$ cat src/rtl/vlx_pkg.sv
package vlx_pkg;

    localparam int unsigned RES_W = 64;

    typedef enum logic [1:0] {
        SZ_B = 2'd0,
        SZ_H = 2'd1,
        SZ_W = 2'd2,
        SZ_D = 2'd3
    } elem_size_e;

    typedef enum logic {
        PICK_NEXT = 1'b0,
        PICK_LAST = 1'b1
    } pick_mode_e;

    typedef struct packed {
        logic             vld;
        logic [RES_W-1:0] data;
    } res_t;

    // Mask covering the low bits of one element at the given size
    function automatic logic [RES_W-1:0] width_mask(elem_size_e s);
        logic [RES_W-1:0] m;
        case (s)
            SZ_B:    m = 64'h0000_0000_0000_00FF;
            SZ_H:    m = 64'h0000_0000_0000_FFFF;
            SZ_W:    m = 64'h0000_0000_FFFF_FFFF;
            default: m = 64'hFFFF_FFFF_FFFF_FFFF;
        endcase
        return m;
    endfunction

endpackage

$ cat src/rtl/vlx_active_map.sv
module vlx_active_map
    import vlx_pkg::*;
#(
    parameter int unsigned VLEN = 256,
    localparam int unsigned NB = VLEN / 8
) (
    input  logic [NB-1:0] pred,
    input  elem_size_e    size,
    output logic [NB-1:0] act
);
    logic [NB-1:0] per_size [4];

    // One map per element size: element i takes the bit of its leading byte
    for (genvar s = 0; s < 4; s++) begin : g_size
        for (genvar i = 0; i < NB; i++) begin : g_elem
            if (i < (NB >> s)) begin : g_live
                assign per_size[s][i] = pred[i << s];
            end else begin : g_dead
                assign per_size[s][i] = 1'b0;
            end
        end
    end

    always_comb begin
        act = per_size[size];
    end
endmodule

$ cat src/rtl/vlx_last_find.sv
module vlx_last_find #(
    parameter int unsigned N = 32,
    localparam int unsigned IW = (N > 1) ? $clog2(N) : 1
) (
    input  logic [N-1:0]  act,
    output logic [IW-1:0] last_idx,
    output logic          none
);
    // Scan upward; the highest set bit is the last one written
    always_comb begin
        last_idx = '0;
        none     = 1'b1;
        for (int i = 0; i < N; i++) begin
            if (act[i]) begin
                last_idx = IW'(i);
                none     = 1'b0;
            end
        end
    end
endmodule

$ cat src/rtl/vlx_index_adjust.sv
module vlx_index_adjust
    import vlx_pkg::*;
#(
    parameter int unsigned N = 32,
    localparam int unsigned IW = (N > 1) ? $clog2(N) : 1
) (
    input  logic [IW-1:0] last_idx,
    input  logic          none,
    input  elem_size_e    size,
    input  pick_mode_e    mode,
    output logic [IW-1:0] sel_idx
);
    logic [IW-1:0] top_idx;
    logic [IW-1:0] next_idx;

    always_comb begin
        top_idx  = IW'((N >> size) - 1);
        next_idx = (last_idx == top_idx) ? '0 : last_idx + IW'(1);
        if (mode == PICK_NEXT) begin
            sel_idx = none ? '0 : next_idx;
        end else begin
            sel_idx = none ? top_idx : last_idx;
        end
    end
endmodule

$ cat src/rtl/vlx_elem_mux.sv
module vlx_elem_mux
    import vlx_pkg::*;
#(
    parameter int unsigned VLEN = 256,
    localparam int unsigned NB = VLEN / 8,
    localparam int unsigned IW = $clog2(NB),
    localparam int unsigned BW = $clog2(VLEN)
) (
    input  logic [VLEN-1:0]  operand,
    input  elem_size_e       size,
    input  logic [IW-1:0]    idx,
    output logic [RES_W-1:0] data
);
    logic [BW-1:0]   bit_off;
    logic [VLEN-1:0] shifted;

    always_comb begin
        bit_off = {idx, 3'b000} << size;
        shifted = operand >> bit_off;
        data    = shifted[RES_W-1:0] & width_mask(size);
    end
endmodule

$ cat src/rtl/vlx_extract.sv
module vlx_extract
    import vlx_pkg::*;
#(
    parameter int unsigned VLEN = 256,
    localparam int unsigned NB = VLEN / 8,
    localparam int unsigned IW = $clog2(NB)
) (
    input  logic              clk,
    input  logic              rst,
    input  logic              in_valid,
    input  logic [1:0]        in_size,
    input  logic              in_mode,
    input  logic [VLEN-1:0]   in_operand,
    input  logic [NB-1:0]     in_pred,
    output logic              out_valid,
    output logic [RES_W-1:0]  out_result
);
    elem_size_e       size_e;
    pick_mode_e       mode_e;
    logic [NB-1:0]    act;
    logic [IW-1:0]    last_idx;
    logic             none;
    logic [IW-1:0]    sel_idx;
    logic [RES_W-1:0] elem_data;
    res_t             res_q;

    assign size_e = elem_size_e'(in_size);
    assign mode_e = pick_mode_e'(in_mode);

    vlx_active_map #(.VLEN(VLEN)) u_map (
        .pred (in_pred),
        .size (size_e),
        .act  (act)
    );

    vlx_last_find #(.N(NB)) u_find (
        .act      (act),
        .last_idx (last_idx),
        .none     (none)
    );

    vlx_index_adjust #(.N(NB)) u_adj (
        .last_idx (last_idx),
        .none     (none),
        .size     (size_e),
        .mode     (mode_e),
        .sel_idx  (sel_idx)
    );

    vlx_elem_mux #(.VLEN(VLEN)) u_mux (
        .operand (in_operand),
        .size    (size_e),
        .idx     (sel_idx),
        .data    (elem_data)
    );

    always_ff @(posedge clk) begin
        if (rst) begin
            res_q.vld <= 1'b0;
        end else begin
            res_q.vld <= in_valid;
        end
        if (in_valid) begin
            res_q.data <= elem_data;
        end
    end

    assign out_valid  = res_q.vld;
    assign out_result = res_q.data;
endmodule

$ cat config.mk
export PLATFORM = sky130hd
export DESIGN_NAME = vlx_extract
export DESIGN_NICKNAME = d
export VERILOG_FILES = /design/src/rtl/vlx_pkg.sv /design/src/rtl/vlx_active_map.sv /design/src/rtl/vlx_last_find.sv /design/src/rtl/vlx_index_adjust.sv /design/src/rtl/vlx_elem_mux.sv /design/src/rtl/vlx_extract.sv
export SDC_FILE = /design/constraint.sdc
export NUM_CORES = 1
export LEC_CHECK = 0
export BUFFER_PORTS_ARGS = -buffer_cell sky130_fd_sc_hd__buf_2
export CORE_MARGIN = 4
export CORE_UTILIZATION = 45
export CTS_CLUSTER_DIAMETER = 40
export CTS_CLUSTER_SIZE = 40
export DETAILED_ROUTE_END_ITERATION = 8
export PLACE_DENSITY = 0.7
export SETUP_SLACK_MARGIN = 0.5
export SLEW_MARGIN = 20
export SYNTH_ARGS = -nofsm -noshare
export SYNTH_HDL_FRONTEND = slang
export SYNTH_HIERARCHICAL = 1
export SYNTH_SLANG_ARGS = --single-unit
$ cat constraint.sdc
create_clock -name clk -period 4.6 [get_ports clk]
set_input_delay 0 -clock clk [delete_from_list [all_inputs] [get_ports clk]]
set_output_delay 0 -clock clk [all_outputs]
set_load 0.01 [all_outputs]
### Word-level counts from Yosys, hierarchy flattened

Cells that the tools add are included.

* flip-flop bits (word level): 65
* bits of input ports: 294
* output and inout port bits: 65
* logic and storage cells: 85

* add/sub/neg operators: 2
* $lt $le $gt $ge: 1
* equal/unequal tests: 3
* shift operators: 3
* muxes and demuxes: 71
* bitwise operators: 2
* reductions and logical operators: 1

Operators by type and width (number)
* $shr A256 B8 Y64: 1
* $pmux W64 S3: 1
* $mux W5: 20
* $and A64 B64 Y64: 1
* $bmux W32 S2: 1
* $mux W32: 2
* $mux W1: 33
* $mux W4: 8
* $mux W3: 4
* $shl A8 B2 Y8: 1
* $shr A6 B2 Y5 const A: 1
* $add A5 B1 Y5 const B: 1
* $eq A5 B5 Y1: 1
* $sub A5 B1 Y5 const B: 1
* $mux W2: 2
* $ge A3 B3 Y1 const B: 1
* $not A2 Y3: 1
* $eq A2 B1 Y1 const B: 1
* $eq A2 B2 Y1 const B: 1
* $logic_not A2 Y1: 1

### Longest topological paths before layout

* word-level depth: 42
* gate-level depth with buffers: 24
* mapped depth without buffers: 18

### Modules after synthesis

The synthesis kept the hierarchy.

Modules (own cells, without submodules)
* vlx_elem_mux: times used 1, cells an instance 1217, area each 10432.5 um2, seq. area each 0.0 um2
* vlx_extract: times used 1, cells an instance 66, area each 1955.6 um2, seq. area each 1941.9 um2
* vlx_active_map: times used 1, cells an instance 54, area each 422.9 um2, seq. area each 0.0 um2
* vlx_last_find: times used 1, cells an instance 65, area each 334.1 um2, seq. area each 0.0 um2
* vlx_index_adjust: times used 1, cells an instance 37, area each 236.5 um2, seq. area each 0.0 um2

### Least setup slack after synthesis

Ideal clock, no wire load.

* path type: in2reg
* start point: in in_size[0]
* end point: reg res_q (netlist bit out_result[12]), data pin
* library setup time: 273 ps
* data arrival time: 3845 ps
* data required time: 4327 ps
* path slack: 482 ps
* stages on the path: 23
* path buffers: 5
* cell sequence: buf_6 -> buf_12 -> mux2i_1 -> nor2_1 -> or3_1 -> a221o_1 -> a21oi_1 -> o221ai_1 -> a21oi_1 -> ha_1 -> nand2b_1 -> nor3_1 -> a21oi_1 -> o21ai_1 -> clkbuf_1 -> mux2_2 -> mux2i_2 -> buf_2 -> nand2_1 -> clkbuf_1 -> o22ai_1 -> a211oi_1 -> o22ai_1

* elaborated cells between the ends (all ways): 82
* those cells by class: 2 x add/sub; 3 x eq/ne; 3 x shift; 71 x mux; 2 x bitwise; 1 x reduce/logical

RTL lines
* start, declared: line vlx_extract.sv:11 `input logic [1:0] in_size,`
* $not A2 Y3 (implied by the code) *: line vlx_active_map.sv:25 `act = per_size[size];`
* $bmux W32 S2 *: line vlx_active_map.sv:25
* $mux W32 (implied by the code) * (2 in series): line vlx_active_map.sv:25
* named net act[14]: line vlx_extract.sv:20 `logic [NB-1:0] act;`
* $mux W4 * (2 in series): line vlx_last_find.sv:14 `if (act[i]) begin`
* $mux W5 * (16 in series): line vlx_last_find.sv:14
* named net last_idx[0]: line vlx_extract.sv:21 `logic [IW-1:0] last_idx;`
* $add A5 B1 Y5 or $eq A5 B5 Y1 (tied branches): line vlx_index_adjust.sv:18 `next_idx = (last_idx == top_idx) ? '0 : last_idx + IW'(1);`
* $mux W5 *: line vlx_index_adjust.sv:18
* $mux W5 *: line vlx_index_adjust.sv:20 `sel_idx = none ? '0 : next_idx;`
* $mux W5 *: line vlx_index_adjust.sv:19 `if (mode == PICK_NEXT) begin`
* named net sel_idx[2]: line vlx_extract.sv:23 `logic [IW-1:0] sel_idx;`
* $shl A8 B2 Y8 *: line vlx_elem_mux.sv:18 `bit_off = {idx, 3'b000} << size;`
* $shr A256 B8 Y64 *: line vlx_elem_mux.sv:19 `shifted = operand >> bit_off;`
* $and A64 B64 Y64 *: line vlx_elem_mux.sv:20 `data = shifted[RES_W-1:0] & width_mask(size);`
* named net elem_data[12]: line vlx_extract.sv:24 `logic [RES_W-1:0] elem_data;`
* end, declared: line vlx_extract.sv:25 `res_t res_q;`

Mark *: on every way through the listed nets, which the timed path passes. The rest lies on a longest branch. The select of a mux whose other input is x is not followed.
A chain may end at the register's enable or synchronous reset.

### Worst setup path after layout

* start point: in in_size[1]
* end point: reg res_q (netlist bit out_result[5]), data pin

* elaborated cells between the ends (all ways): 78
* those cells by class: 2 x add/sub; 1 x eq/ne; 3 x shift; 70 x mux; 2 x bitwise

RTL lines (line)
* $not A2 Y3 (implied by the code): vlx_active_map.sv:25
* $bmux W32 S2: vlx_active_map.sv:25
* $mux W32 (implied by the code) (2 in series): vlx_active_map.sv:25
* named net act[31]: vlx_extract.sv:20
* $mux W5: vlx_last_find.sv:14
* named net last_idx[3]: vlx_extract.sv:21
* $eq A5 B5 Y1: vlx_index_adjust.sv:18
* $mux W5: vlx_index_adjust.sv:18
* $mux W5: vlx_index_adjust.sv:20
* $mux W5: vlx_index_adjust.sv:19
* named net sel_idx[0]: vlx_extract.sv:23
* $shl A8 B2 Y8: vlx_elem_mux.sv:18
* $shr A256 B8 Y64: vlx_elem_mux.sv:19
* $and A64 B64 Y64: vlx_elem_mux.sv:20
* named net elem_data[5]: vlx_extract.sv:24

The timed path passes the listed nets, and every way through them passes these cells. The select of a mux whose other input is x is not followed.

==> metrics <==
status=finished clean; routed wire length=69100 um; CP startpoint=in_size[1]; pre-CTS setup slack=-0.224 ns; Slowest cell on crit path=mux4_2; sequential cell area=about 2000 um2; Inserted Clock Buffers=9; Clock Tree Root=clkbuf_16; Synth area leader=mux4_2; post-synth net total=1734; Area contributors post-synth=mux4_2 23%, edfxtp_1 14%, mux2i_1 11%; Buffers on Ports=around 360; flops & latches, synth=65; CP peak stage delay=around 0.50 ns; top_reg_cell synth=edfxtp_1; sequential-to-total area share from yosys stat=0.145; dpl hpwl=about 52000 um; Power Dens Cells=326 nW/um2; row count=62; Setup crit end kind=register; Distinct cells, synth=just over 90; Die X=around 180 um; footprint of the multi-input gates=between 10000 and 15000 um2; vias in the first global route=16079; gpl congestion=about 1.0; Post-synth EDFFs=between 60 and 70; placed cells=approximately 2300; Layout Nets=about 2200; Synth Instances=around 1400; CP Data Arrival Time=roughly 4 ns; Initial Utilization=0.461; boundary pin count=roughly 360; post-route ant nets=0; CP top delay family=simple AND/OR/NAND/NOR gates; Slew HR=0.203; layout cell share with drive strength beyond 1=0.462; # DRC=0; Final Hold Viols=0; synthesis-to-layout area growth=33.3%; CP dominant cell by count=buf_4; H-Tree Depth=3; RSZ-0062 raised after global routing=yes; vias per inst=between 7 and 8; top cell type's share of synthesized area=0.234; area of the core=about 29000 um2; initial antenna violation count=1; Pins Over Slew Limit=0; largest fanout on the critical path=16; global-route wire length before repair=roughly 100000 um; Final min period=between 4 and 5 ns; WP depth=19; CTS tree=yes; class of the worst hold path=input pin to register; CTS max path bufs=2; pin count of the biggest net entering global routing=49; # setup viols final=0; wire per inst=roughly 30 um; CP Cell Sequence=buf_4, nor2_4, buf_4, and2_1, nor4_4, and3_4, nand2_2, nor4bb_2, o21a_1, o31ai_2, a21bo_2, buf_12, or3b_4, buf_12, buf_4, mux4_2, mux2i_1, a32o_1, a21oi_1; Max Freq=249 MHz; setup TNS=0 ns; DR iter-0 viols=2662; design area=approximately 18000 um2; final worst setup slack=0.585 ns; Setup CP Type=input pin to register; filler-free cell count of the finished design=roughly 2300; full die area=around 33000 um2; period utilisation layout=0.873; TritonCTS Sinks=65; First-pass DRT Iterations=7; FFs w/ async S/R, synth=0; Critical path buffers and inverters=5; Syn. warnings=6; Startpoint Class=input pin; Least-Margin Pin Slew=1.19 ns; Max VDD drop=around 260 uV; grt total ovfl=0; Netlist Area Pre-Place=approximately 13000 um2; placed inst area=around 17000 um2; LEAKAGE=0.00709 uW; total of max-cap violations=0; syn_area_per_cell=9.30 um2; Total Routing Usage GR=0.394; required time worst endpoint=approximately 4.7 ns; layout filler cell count=between 2000 and 3000; total power=roughly 5800 uW; die span in y=roughly 180 um; Worst-path clk slew=around 0.070 ns; via count=16733; Setup crit end=out_result[5]$_DFFE_PP_
-- synthesized netlist by cell type, drive strengths merged, types with 7 or more instances --
master   number
nand2       173
nor3         23
a32oi         7
o21ai        68
buf         115
o2bb2ai      14
o211ai        9
a221o        20
a221oi       37
clkbuf       41
nand3        42
mux2i       145
a22o         18
a222oi       10
and3         17
nor2         80
edfxtp       64
a2111oi      10
a31oi        30
and2         29
mux2         32
a21oi        92
nor4          8
inv          13
o22ai        21
a22oi        15
nor2b        20
a311oi       10
mux4        140
o221ai       19
a211oi       36
-- report_power, final --
group	switching (uW)	leakage [uW]	total, uW	internal [uW]
clock	335	0.000146	755	421
combinational	2390	0.00632	4210	1810
sequential	49.5	0.000625	856	807
-- repair_timing --
item,CTS,global route
setup buffers,3,22
endpoints found under the setup margin,62,64
gates resized for setup,14,71
hold endpoints to repair,1,0
cloned,0,4
pin swaps,1,14
hold buffers,1,0
-- cell families (layout without fill, tap and decap cells) --
kind of cell,after synthesis,after routing,share of synthesized area
simple gates,416,416,0.149
flops,65,65,0.145
other cells,0,2,0
mux,317,318,0.374
fa+ha+maj,1,1,0.000935
compound gates,471,471,0.255
buf+inv,169,646,0.0759
-- area by class of cell --
cell class | count | share of cell area
antenna | 2 | 0.000281
clock buffer | 9 | 0.0126
clock inverter | 7 | 0.00393
inverter | 13 | 0.00274
multi-input combinational | 1206 | 0.606
sequential | 65 | 0.109
tap | 384 | 0.0269
timing repair buffer | 617 | 0.238
-- layout by cell type (no fill, tap or decap), types with 17 or more instances in the layout --
| cell type | netlist | final |
|---|---|---|
| buf_2 | 65 | 356 |
| buf_4 | 23 | 215 |
| nand2_1 | 173 | 168 |
| mux4_2 | 139 | 140 |
| mux2i_1 | 141 | 133 |
| a21oi_1 | 92 | 88 |
| nor2_1 | 77 | 72 |
| edfxtp_1 | 64 | 64 |
| o21ai_0 | 65 | 60 |
| nand3_1 | 42 | 40 |
| a211oi_1 | 36 | 35 |
| buf_12 | 2 | 33 |
| a221oi_1 | 36 | 32 |
| mux2_2 | 31 | 31 |
| a31oi_1 | 29 | 29 |
| and2_1 | 29 | 29 |
| nor3_1 | 22 | 22 |
| o22ai_1 | 21 | 21 |
| a221o_1 | 20 | 20 |
| nor2b_1 | 19 | 17 |
| a22o_1 | 18 | 17 |
-- stage by stage --
stage,hold slack (ns),util
2_1_floorplan,0.0643,-
3_3_place_gp,0.187,0.581
3_5_place_dp,0.192,0.581
4_1_cts,0.144,0.594
5_1_grt,0.197,0.615
6_report,0.172,0.615
-- flip-flops by register name (all words and copies together) (netlist names) --
name and count:
out_result 64, out_valid 1
-- how the worst min path moves through the flow --
stage / startpoint / cells after the start / slack [ns] / to
final: in_operand[252] / 3 / 0.17 / out_result[28]$_DFFE_PP_
after global routing: in_operand[252] / 3 / 0.20 / out_result[28]$_DFFE_PP_
after CTS: in_operand[252] / 3 / 0.14 / out_result[28]$_DFFE_PP_
after detailed placement: rst / 2 / 0.19 / out_valid$_SDFF_PP0_
after global placement: rst / 2 / 0.19 / out_valid$_SDFF_PP0_
after floorplan: rst / 1 / 0.06 / out_valid$_SDFF_PP0_
-- tightest hold or removal path, cell delays in order --
cell and delay (ns):
buf_2 0.13, o221ai_1 0.14, o22ai_1 0.13
-- per-layer routing --
layer | GRT usage | wire length [um]
met1 | 0.511 | 25000
met2 | 0.622 | 30900
met3 | 0.0955 | 8990
met4 | 0.185 | 4170
met5 | 0 | 0
Note: power is estimated with default switching activity, not from simulation.
